`config.mk`:
```
export PLATFORM = sky130hd
export DESIGN_NAME = serial_ctrl_loader
export DESIGN_NICKNAME = d
export VERILOG_FILES = /design/src/rtl/serial_ctrl_pkg.sv /design/src/rtl/sync_2ff.sv /design/src/rtl/serial_shifter.sv /design/src/rtl/ctrl_reg_bank.sv /design/src/rtl/serial_ctrl_loader.sv
export SDC_FILE = /design/constraint.sdc
export NUM_CORES = 1
export LEC_CHECK = 0
export ABC_AREA = 0
export BUFFER_PORTS_ARGS = -buffer_cell sky130_fd_sc_hd__buf_4
export CORE_ASPECT_RATIO = 0.5
export CORE_MARGIN = 8
export CORE_UTILIZATION = 49
export DETAILED_ROUTE_END_ITERATION = 10
export HOLD_SLACK_MARGIN = 0.05
export PLACE_DENSITY_LB_ADDON = 0.05
export SLEW_MARGIN = 20
export SYNTH_ARGS = -nofsm -noshare
export SYNTH_HDL_FRONTEND = slang
export SYNTH_HIERARCHICAL = 1
export SYNTH_SLANG_ARGS = --single-unit
export TNS_END_PERCENT = 20
```
`constraint.sdc`:
```
create_clock -name clk -period 1.4 [get_ports clk]
set_input_delay 0.07 -clock clk [delete_from_list [all_inputs] [get_ports clk]]
set_output_delay 0.07 -clock clk [all_outputs]
set_load 0.01 [all_outputs]
```
`src/rtl/serial_ctrl_pkg.sv`:
```
package serial_ctrl_pkg;
    localparam int WORD_W   = 24;
    localparam int NUM_REGS = 4;
    localparam int SYNC_W   = 3;
    localparam int IDX_W    = $clog2(NUM_REGS);

    typedef enum logic [2:0] {
        TGT_R0   = 3'd0,
        TGT_R1   = 3'd1,
        TGT_R2   = 3'd2,
        TGT_R3   = 3'd3,
        TGT_NONE = 3'd7
    } target_e;

    typedef struct packed {
        logic sclk;
        logic sdata;
        logic le;
    } serial_lines_t;

    // Mixed-width select: 2-bit codes for three registers, 3-bit code for the fourth.
    function automatic target_e decode_target(input logic [WORD_W-1:0] w);
        target_e t;
        case (w[1:0])
            2'b00:   t = TGT_R0;
            2'b01:   t = TGT_R1;
            2'b10:   t = TGT_R2;
            default: t = w[2] ? TGT_NONE : TGT_R3;
        endcase
        return t;
    endfunction
endpackage

```
`src/rtl/sync_2ff.sv`:
```
module sync_2ff #(
    parameter int W = 1
) (
    input  logic         clk,
    input  logic         rst,
    input  logic [W-1:0] d,
    output logic [W-1:0] q
);
    for (genvar i = 0; i < W; i++) begin : g_bit
        logic s1, s2;
        always_ff @(posedge clk) begin
            if (rst) begin
                s1 <= 1'b0;
                s2 <= 1'b0;
            end else begin
                s1 <= d[i];
                s2 <= s1;
            end
        end
        assign q[i] = s2;
    end
endmodule

```
`src/rtl/serial_shifter.sv`:
```
module serial_shifter
    import serial_ctrl_pkg::*;
(
    input  logic                clk,
    input  logic                rst,
    input  logic                en,
    input  serial_lines_t       lines,
    output logic [WORD_W-1:0]   word,
    output logic                latch
);
    logic sclk_q, le_q;
    logic sclk_rise;

    assign sclk_rise = en & lines.sclk & ~sclk_q;
    assign latch     = en & lines.le & ~le_q;

    always_ff @(posedge clk) begin
        if (rst) begin
            sclk_q <= 1'b0;
            le_q   <= 1'b0;
            word   <= '0;
        end else begin
            sclk_q <= lines.sclk;
            le_q   <= lines.le;
            if (!en)
                word <= '0;
            else if (sclk_rise)
                word <= {word[WORD_W-2:0], lines.sdata};
        end
    end
endmodule

```
`src/rtl/ctrl_reg_bank.sv`:
```
module ctrl_reg_bank
    import serial_ctrl_pkg::*;
(
    input  logic                                clk,
    input  logic                                rst,
    input  logic                                latch,
    input  logic [WORD_W-1:0]                   word,
    output logic [NUM_REGS-1:0][WORD_W-1:0]     regs,
    output logic                                ready
);
    target_e           tgt;
    logic [NUM_REGS-1:0] wr;
    logic [NUM_REGS-1:1] seen;

    assign tgt = decode_target(word);

    for (genvar k = 0; k < NUM_REGS; k++) begin : g_reg
        assign wr[k] = latch && (tgt == target_e'(k));
        always_ff @(posedge clk) begin
            if (rst)
                regs[k] <= '0;
            else if (wr[k])
                regs[k] <= word;
        end
    end

    always_ff @(posedge clk) begin
        if (rst) begin
            seen  <= '0;
            ready <= 1'b0;
        end else begin
            seen <= seen | wr[NUM_REGS-1:1];
            if (wr[0] && (&seen))
                ready <= 1'b1;
        end
    end
endmodule

```
`src/rtl/serial_ctrl_loader.sv`:
```
module serial_ctrl_loader
    import serial_ctrl_pkg::*;
(
    input  logic              clk,
    input  logic              rst,
    input  logic              chip_en,
    input  logic              ser_clk,
    input  logic              ser_data,
    input  logic              ser_le,
    output logic [WORD_W-1:0] ctrl0,
    output logic [WORD_W-1:0] ctrl1,
    output logic [WORD_W-1:0] ctrl2,
    output logic [WORD_W-1:0] ctrl3,
    output logic              cfg_ready
);
    logic [SYNC_W-1:0]                 raw_s;
    serial_lines_t                     lines;
    logic [WORD_W-1:0]                 word;
    logic                              latch;
    logic [NUM_REGS-1:0][WORD_W-1:0]   regs;

    sync_2ff #(.W(SYNC_W)) u_sync (
        .clk (clk),
        .rst (rst),
        .d   ({ser_clk, ser_data, ser_le}),
        .q   (raw_s)
    );

    assign lines = serial_lines_t'(raw_s);

    serial_shifter u_shift (
        .clk   (clk),
        .rst   (rst),
        .en    (chip_en),
        .lines (lines),
        .word  (word),
        .latch (latch)
    );

    ctrl_reg_bank u_bank (
        .clk   (clk),
        .rst   (rst),
        .latch (latch),
        .word  (word),
        .regs  (regs),
        .ready (cfg_ready)
    );

    assign ctrl0 = regs[0];
    assign ctrl1 = regs[1];
    assign ctrl2 = regs[2];
    assign ctrl3 = regs[3];
endmodule

```
* After elaboration in Yosys (flattened, before gate mapping)
Index checks and enable logic that the tools add are counted.
** Word-level totals
- Flip-flop bits (word level) :: 132
- Bits in latches :: 0
- Bits in writable memories :: 0
- Bits in read-only memories :: 0
- Bits of input ports :: 6
- Output and inout port bits :: 97
- Logic and storage cells :: 39
- Memories :: 0
** Cells by class
- Add/sub/neg operators :: 0
- Multipliers :: 0
- Divide/modulo/power cells :: 0
- Magnitude comparators :: 0
- Equal/unequal tests :: 5
- Shift operators :: 0
- Mux-type cells :: 2
- Bitwise operators :: 8
- Reductions and logical operators :: 9
** Operators by type and width (number)
- one-hot mux 3 bit (3 select lines) :: 1
- == test 3 x 2 -> 1 bit, second input constant :: 2
- logical AND 1 bit :: 5
- AND 1 bit :: 4
- == test 3 x 1 -> 1 bit, second input constant :: 1
- logical NOT 3 bit :: 1
- two-way mux 3 bit :: 1
- inverter 1 bit :: 3
- bitwise OR 3 bit :: 1
- AND reduction 3 bit :: 1
- == test 2 x 1 -> 1 bit, second input constant :: 1
- == test 2 bit, second input constant :: 1
- logical NOT 2 bit :: 1
- OR reduction 2 bit :: 1

* Logic depth before layout (Yosys ltp)
Gate-level depths: netlist (run 1).
- Depth after elaboration :: 5
- Gate-level depth with buffers :: 7
- Depth with buffers taken out :: 4

* Modules after synthesis
Netlist (run 1), hierarchy kept.
** By module, submodules not included
- ctrl_reg_bank :: instances 1, cells an instance 348, area each 3858.7 um^2, seq. area each 2001.9 um^2
- serial_shifter :: instances 1, cells an instance 114, area each 1066.0 um^2, seq. area each 520.5 um^2
- sync_2ff :: instances 1, cells an instance 15, area each 180.2 um^2, seq. area each 120.1 um^2

* Least setup slack after synthesis (run 1)
Ideal clock, no wire load.
- Path kind :: register -> register
- From :: register u_sync.g_bit[0].s2
- To :: register u_bank/regs[14] in the netlist's numbering
- Setup time :: 0.121 ns
- Arrival time :: 1.407 ns
- Data required time :: 1.279 ns
- Setup slack :: -0.127 ns
- Cell stages (with the launch flop) :: 8
- Path buffers :: 3
- Period minus slack after synthesis :: 1.527 ns
- Cells stage by stage :: dfxtp_1 -> buf_4 -> nand2_1 -> nor2_1 -> or3b_1 -> buf_6 -> buf_12 -> mux2i_1
** On the way
- Longest elaborated chain between the ends :: 3
** Ends and longest elaborated chain
- from (decl) :: line sync_2ff.sv:10 : logic s1, s2;
- from (signal assigned) :: line sync_2ff.sv:14 : s2 <= 1'b0;
- from (signal assigned) :: line sync_2ff.sv:17 : s2 <= s1;
- AND 1 bit (2 in series) :: line serial_shifter.sv:15 : assign latch = en & lines.le & ~le_q;
- via latch :: line serial_ctrl_loader.sv:19 : logic latch;
- logical AND 1 bit :: line ctrl_reg_bank.sv:18 : assign wr[k] = latch && (tgt == target_e'(k));
- to (signal, indexed assignment) :: line ctrl_reg_bank.sv:23 : regs[k] <= word;
- to (decl) :: line ctrl_reg_bank.sv:8 : output logic [NUM_REGS-1:0][WORD_W-1:0] regs,
The timed path passes the listed nets, and every way through them passes these cells.
A chain may end at the register's enable or synchronous reset.

* Final worst setup path (run 1)
- From :: register u_sync.g_bit[0].s2
- To :: register u_bank/regs[11] in the netlist's numbering
Same word-level chain as after synthesis.

==> results.md, run 1 <==
- Slew @ Worst Pin: around 0.37 ns
- RSZ-0062 raised after global routing: false
- HP Class: input pin to register
- Row count: 26
- Core Area: 10,180 um^2
- Pre-Repair DR Iteration Count: 4
- Crit. Startpoint: u_sync/g_bit[0].s2
- Worst slack at placement: between 0.04 and 0.05 ns
- Root Buffer: clkbuf_16
- YS warnings: 6
- Share of cells above drive strength 1: around a third
- CTS tree: built
- Die H: approximately 88 um
- Port bufs: between 100 and 150
- Final net count: slightly below 600
- Total of max-cap violations: 0
- Final setup fails: 0
- Largest net degree at the start of global routing: 40
- Final WL: 11.15 mm
- WL per Instance: 15.13 um
- Post-CTS Setup Bufs: 0
- Seq cells post-synth: approximately 130
- CP peak stage delay: around 0.4 ns
- N_diodes: 0
- Final worst-path setup slack: 0.08002 ns
- # DRC: 0
- Fill cells: 801
- Register area share after synthesis: around half
- Cells after Synth: roughly 480
- I/O pin total: between 100 and 150
- Period utilisation layout: 94.28%
- Critical path arrival: approximately 1.6 ns
- Final Power: around 8.7 mW
- Mapped Area: ~5100 um^2
- Initial core utilization: between 50% and 60%
- Clock tree buffer depth: 2
- Crit path max-delay family: simple AND/OR/NAND/NOR gates
- Worst-path cell chain: nand2_4 -> nor2_4 -> or3b_1 -> buf_12 -> mux2i_1
- R2r startpoint: u_sync/g_bit[0].s2
- Critical Path RT: ~1.7 ns
- CTS buffer count: 17
- Final Hold Fails: 0
- Count of different cell masters after synthesis: 25
- R2R Setup Slk: 0.08 ns
- PD cells: between 1000 and 1500 nW/um^2
- Post-Route Skew: 0.007759 ns
- Initial antenna violation count: 0
- Die Wd: roughly 160 um
- GP Congestion: roughly 0.7
- Max-slew violation count: 0
- Die Area: between 10,000 and 15,000 um^2
- First-pass GRT wire length: around 18 mm
- Syn Area/Cell: between 10 and 15 um^2
- CP bufs+invs: 1
- CP Launch Type: register
- Total congestion overflow: 0
- Worst skew pair latency: 0.40 ns
- Area Overhead vs Synth: 31.84%
- Post-synth EDFFs: 0
- Total number of vias: roughly 3,500
- Main synth FF type: dfxtp_1
- Fraction of registers with async set/reset: 0%
- DR vias/cell: about 4.7
- CP Class: register to register
- CTS sink cnt: 132
- Hold Crit Start: chip_en
- H-tree depth: 4
- CP endpoint kind: register
- Static leakage: 3.012 nW
- Outcome: finished clean
- Critical path peak fanout: 16
- Clock transition at path regs: about 0.060 ns
- Fin crit period: ~1.3 ns
- Peak supply drop: 0.8797 mV
- Slew HR: about three quarters
- Vias in the first global route: 3,602
- Slowest cell on the critical path: or3b_1
- Final Cell Area: a little under 7000 um^2
- Syn_nets: ~480
- Post-layout util: roughly 66%
- Placed cell area: just over 6000 um^2
- Total track usage: 16.37%
- Post-DP HPWL: 7.484 mm
- Routed Antenna Nets: 0
- Iteration-0 DRC Markers: ~180
- Fmax: between 0.7 and 0.8 GHz
## where the power goes
group / total [mW] / switching [mW] / internal, mW
logic: 0.216 / 0.106 / 0.111
registers: 3.77 / 0.00406 / 3.77
clock network: 4.76 / 1.60 / 3.15
## worst reg2reg max path, cell delays in order (launching register included)
cell,delay [ns]
dfxtp_2,0.35
nand2_4,0.05
nor2_4,0.09
or3b_1,0.39
buf_12,0.18
mux2i_1,0.14
## path summary, 6_finish.rpt
kind	end	depth (start not counted)
min reg2reg	u_shift/word[0]	2
max	u_bank/regs[11]	5
max reg2reg	u_bank/regs[11]	5
min	u_shift/word[0]	4
## cells in the final DEF, fill, tap and decap left out
cell and instances:
nand3b_1 2, and3b_2 1, nor2_4 1, a21oi_2 20, nand2_1 32, bufinv_16 5, nand4b_2 1, clkinvlp_4 1
nand2b_1 110, clkbuf_16 17, inv_1 8, clkinv_4 3, and3b_1 2, dfxtp_1 131, nand2_2 16, buf_12 6
and2b_1 1, buf_4 113, a21oi_1 11, dfxtp_2 1, o22ai_1 1, nor3b_2 1, inv_6 1, nor2b_1 8
mux2i_1 87, clkbuf_1 1, nand2_4 1, or3b_1 1, buf_6 1, nand4b_1 1, nand2b_2 1, dlygate4sd3_1 5
nor3b_1 3, clkinv_2 3
## layout make-up
| cell class | instances | area, um^2 | area share (%) |
|---|---|---|---|
| tap | 140 | 175.2 | 2.603 |
| inverter | 8 | 30.03 | 0.4462 |
| timing repair buffer | 125 | 1030 | 15.30 |
| clock buffer | 18 | 429.2 | 6.377 |
| sequential | 132 | 2644 | 39.28 |
| multi-input combinational | 301 | 2215 | 32.91 |
| clock inverter | 13 | 207.7 | 3.086 |
## cells in the mapped netlist (7+ instances only)
cell      number  area (um^2)
inv_1          8        30.03
nor2b_1        8        50.05
a21oi_1       11        55.05
buf_4          7        52.55
clkbuf_1      14        52.55
nand2_2       16        100.1
mux2i_1       87        870.8
nand2_1       33        123.9
buf_2          9        45.04
dfxtp_1      132         2643
a21oi_2       20        175.2
nand2b_1     111        694.4
## cells by family (layout without fill, tap and decap cells)
family | count (synthesis) | after routing | synth area share, %
AO/OA/AOI/OAI | 32 | 32 | 4.632
buffers and inverters | 44 | 164 | 5.294
flip-flops | 132 | 132 | 51.76
multiplexers | 87 | 87 | 17.06
AND/OR/NAND/NOR | 182 | 182 | 21.25
## metrics by stage
step	hold slack, ns	cells	setup TNS (ns)
after floorplan	0.1342	477	-0.3122
after global placement	0.2828	701	0
after detailed placement	0.2851	701	0
after CTS	0.1544	737	0
after global routing	0.1656	737	0
final	0.1685	737	0
## routing by layer
layer / part of all wire (%) / vias to the layer above / track usage [%]
met5: 0 / - / 0
met3: 5.5 / 2 / 5.957
met2: 47 / 67 / 25.97
met1: 47 / 1649 / 20.30
li1: - / 1774 / -
met4: 0.15 / 0 / 6.061
## registers in the layout, summed over array words and instances (netlist names)
name             cells
u_bank/ready         1
u_bank/regs         96
u_shift/sclk_q       1
u_shift/le_q         1
u_sync/g_bit.s1      3
u_bank/seen          3
u_shift/word        24
u_sync/g_bit.s2      3
## timing repair
item | CTS | global route
hold buffers | 5 | 0
endpoints found under the hold margin | 5 | 0
endpoints found under the setup margin | 0 | 3
resized for setup | 0 | 1
No activity file was read; power rests on OpenSTA's default activity.
==> run 2: changes to the inputs <==
Settings changed: CORE_MARGIN 8 to 3.
==> run 2 against run 1 <==
Net effect:
- combinational power fell by 2%
- clock skew fell by 0.00051 ns
- utilization rose by 3.0 points
- critical path depth did not move
- worst hold slack got worse by 0.083 ns
- final cell count fell by 0.81%
- critical path type unchanged
- critical endpoint is now u_bank/regs[9]
- largest power group unchanged
- highest routed layer unchanged
==> results.md, run 2 (same netlist as run 1, synthesis figures left out) <==
- Sum Neg Setup Slack: 0 ns (unchanged)
- Row count: 25 (-3.8%)
- Critical path arrival: 1.63 ns (+0.04 ns)
- Routed Antenna Nets: 0 (unchanged)
- Max FFs per register: 96 (unchanged)
- Die H: 78.18 um (-11%)
- WL per Instance: 15.05 um (-0.53%)
- N_diodes: 0 (unchanged)
- Largest registers: u_bank/regs x96, u_shift/word x24
- Static leakage: 3.038 nW (+0.88%)
- Final setup fails: 0 (unchanged)
- Clock tree buffer depth: 2 (unchanged)
- Clock transition at path regs: 0.05 ns (about the same)
- Port bufs: 102 (unchanged)
- Iteration-0 DRC Markers: 145 (-21%)
- Total of max-cap violations: 0 (unchanged)
- Total congestion overflow: 0 (unchanged)
- Post-Route Skew: 0.007245 ns (-0.0005149 ns)
- Vias in the first global route: 3,343 (-7.2%)
- Share of cells above drive strength 1: 32.55% (+0.22 points)
- Reg with most FFs: u_bank/regs
- Pre-Repair DR Iteration Count: 4 (unchanged)
- Worst skew pair latency: 0.40 ns (about the same)
- Largest net degree at the start of global routing: 60 (+50%)
- Fin Hold WS: 0.08600 ns (-0.08255 ns)
- CP Launch Type: register
- Die Area: 11,750 um^2 (-17%)
- Total track usage: 18.76% (+2.4 points)
- Initial core utilization: 52.14% (+2.0 points)
- # DRC: 0 (unchanged)
- Max-slew violation count: 0 (unchanged)
- GP Congestion: 0.6931 (-2.3%)
- Final net count: 589 (-0.34%)
- DR vias/cell: 4.806 (+1.4%)
- Die Wd: 150.3 um (-6.2%)
- R2R Setup Slk: 0.05 ns (-0.03 ns)
- Area Overhead vs Synth: 32.55%
- I/O pin total: 103 (unchanged)
- Placed cell area: 6043 um^2 (about the same)
- Initial antenna violation count: 0 (unchanged)
- Period utilisation layout: 96.62% (+2.3 points)
- CP Class: register to register
- Final Cell Area: 6766 um^2 (+0.54%)
- Fin crit period: 1.353 ns (+0.03267 ns)
- CTS buffer count: 17 (unchanged)
- Critical path peak fanout: 16 (unchanged)
- CTS sink cnt: 132 (unchanged)
- RSZ-0062 raised after global routing: true
- Commonest non-fill, non-tap cell in the layout: dfxtp_1
- Outcome: finished clean
- Total number of vias: 3,513 (+0.60%)
- Critical Path RT: 1.68 ns (about the same)
- PD cells: 1325 nW/um^2 (+2.0%)
- Final WL: 11.00 mm (-1.3%)
- Fmax: 0.7393 GHz (-2.4%)
- Slew HR: 81.11% (+5.7 points)
- Final Hold Fails: 0 (unchanged)
- CP endpoint kind: register
- First-pass GRT wire length: 17.28 mm (-6.3%)
- HP Class: input pin to register
- H-tree depth: 4 (unchanged)
- Core Area: 9791 um^2 (-3.8%)
- Root Buffer: clkbuf_16
- Post-layout util: 69.11% (+3.0 points)
- Slew @ Worst Pin: 0.2830 ns (-0.08525 ns)
- Post-DP HPWL: 7.179 mm (-4.1%)
- Most frequent cells in the layout: 131 x dfxtp_1, 111 x buf_4, 110 x nand2b_1, 87 x mux2i_1, 32 x nand2_1
- Peak supply drop: 0.7145 mV (-19%)
- CTS tree: built
## run 2: per-stage QoR
| step | power (mW) | worst slack, ns | std cells |
|---|---|---|---|
| 2_1_floorplan | 4.011 | -0.03469 | 477 |
| 3_3_place_gp | 4.055 | 0.05025 | 694 |
| 3_5_place_dp | 4.056 | 0.02628 | 694 |
| 4_1_cts | 9.051 | 0.002595 | 730 |
| 5_1_grt | 9.242 | -0.01453 | 731 |
| 6_report | 8.966 | 0.04735 | 731 |
## run 2: path summary, 6_finish.rpt
check	start	to	depth (start not counted)
worst max register to register	u_sync/g_bit[0].s2	u_bank/regs[9]	5
worst max-delay path	u_sync/g_bit[0].s2	u_bank/regs[9]	5
worst min register to register	u_sync/g_bit[2].s1	u_sync/g_bit[2].s2	1
worst min-delay path	chip_en	u_shift/word[2]	3
## run 2: final cells by class
class / instances / area, um^2
timing repair buffer: 123 / 1033
sequential: 132 / 2644
clock buffer: 19 / 442.9
inverter: 8 / 30.03
fill: 805 / 3024
clock inverter: 13 / 230.2
multi-input combinational: 301 / 2217
tap: 135 / 168.9
## run 2: per-layer routing
metal	part of all wire [%]	global-route usage, %
met5	0	0
met4	0.66	4.653
met3	5.9	6.286
met2	44	28.81
met1	49	25.51
## run 2: report_power, final
group	internal, mW	switching, mW
clock	3.39	1.59
combinational	0.106	0.105
sequential	3.77	0.00400
## run 2: worst max-delay path, stage by stage (launching register included)
cell,delay (ns)
dfxtp_2,0.34
nand2_4,0.05
nor2_4,0.12
or3b_4,0.41
buf_12,0.17
mux2i_1,0.13
## run 2: what timing repair did
action / 4_1_cts / 5_1_grt
hold buffers: 4 / 0
endpoints found under the hold margin: 6 / 0
setup endpoints to repair: 0 / 15
setup buffers: 0 / 1
resized for setup: 0 / 1
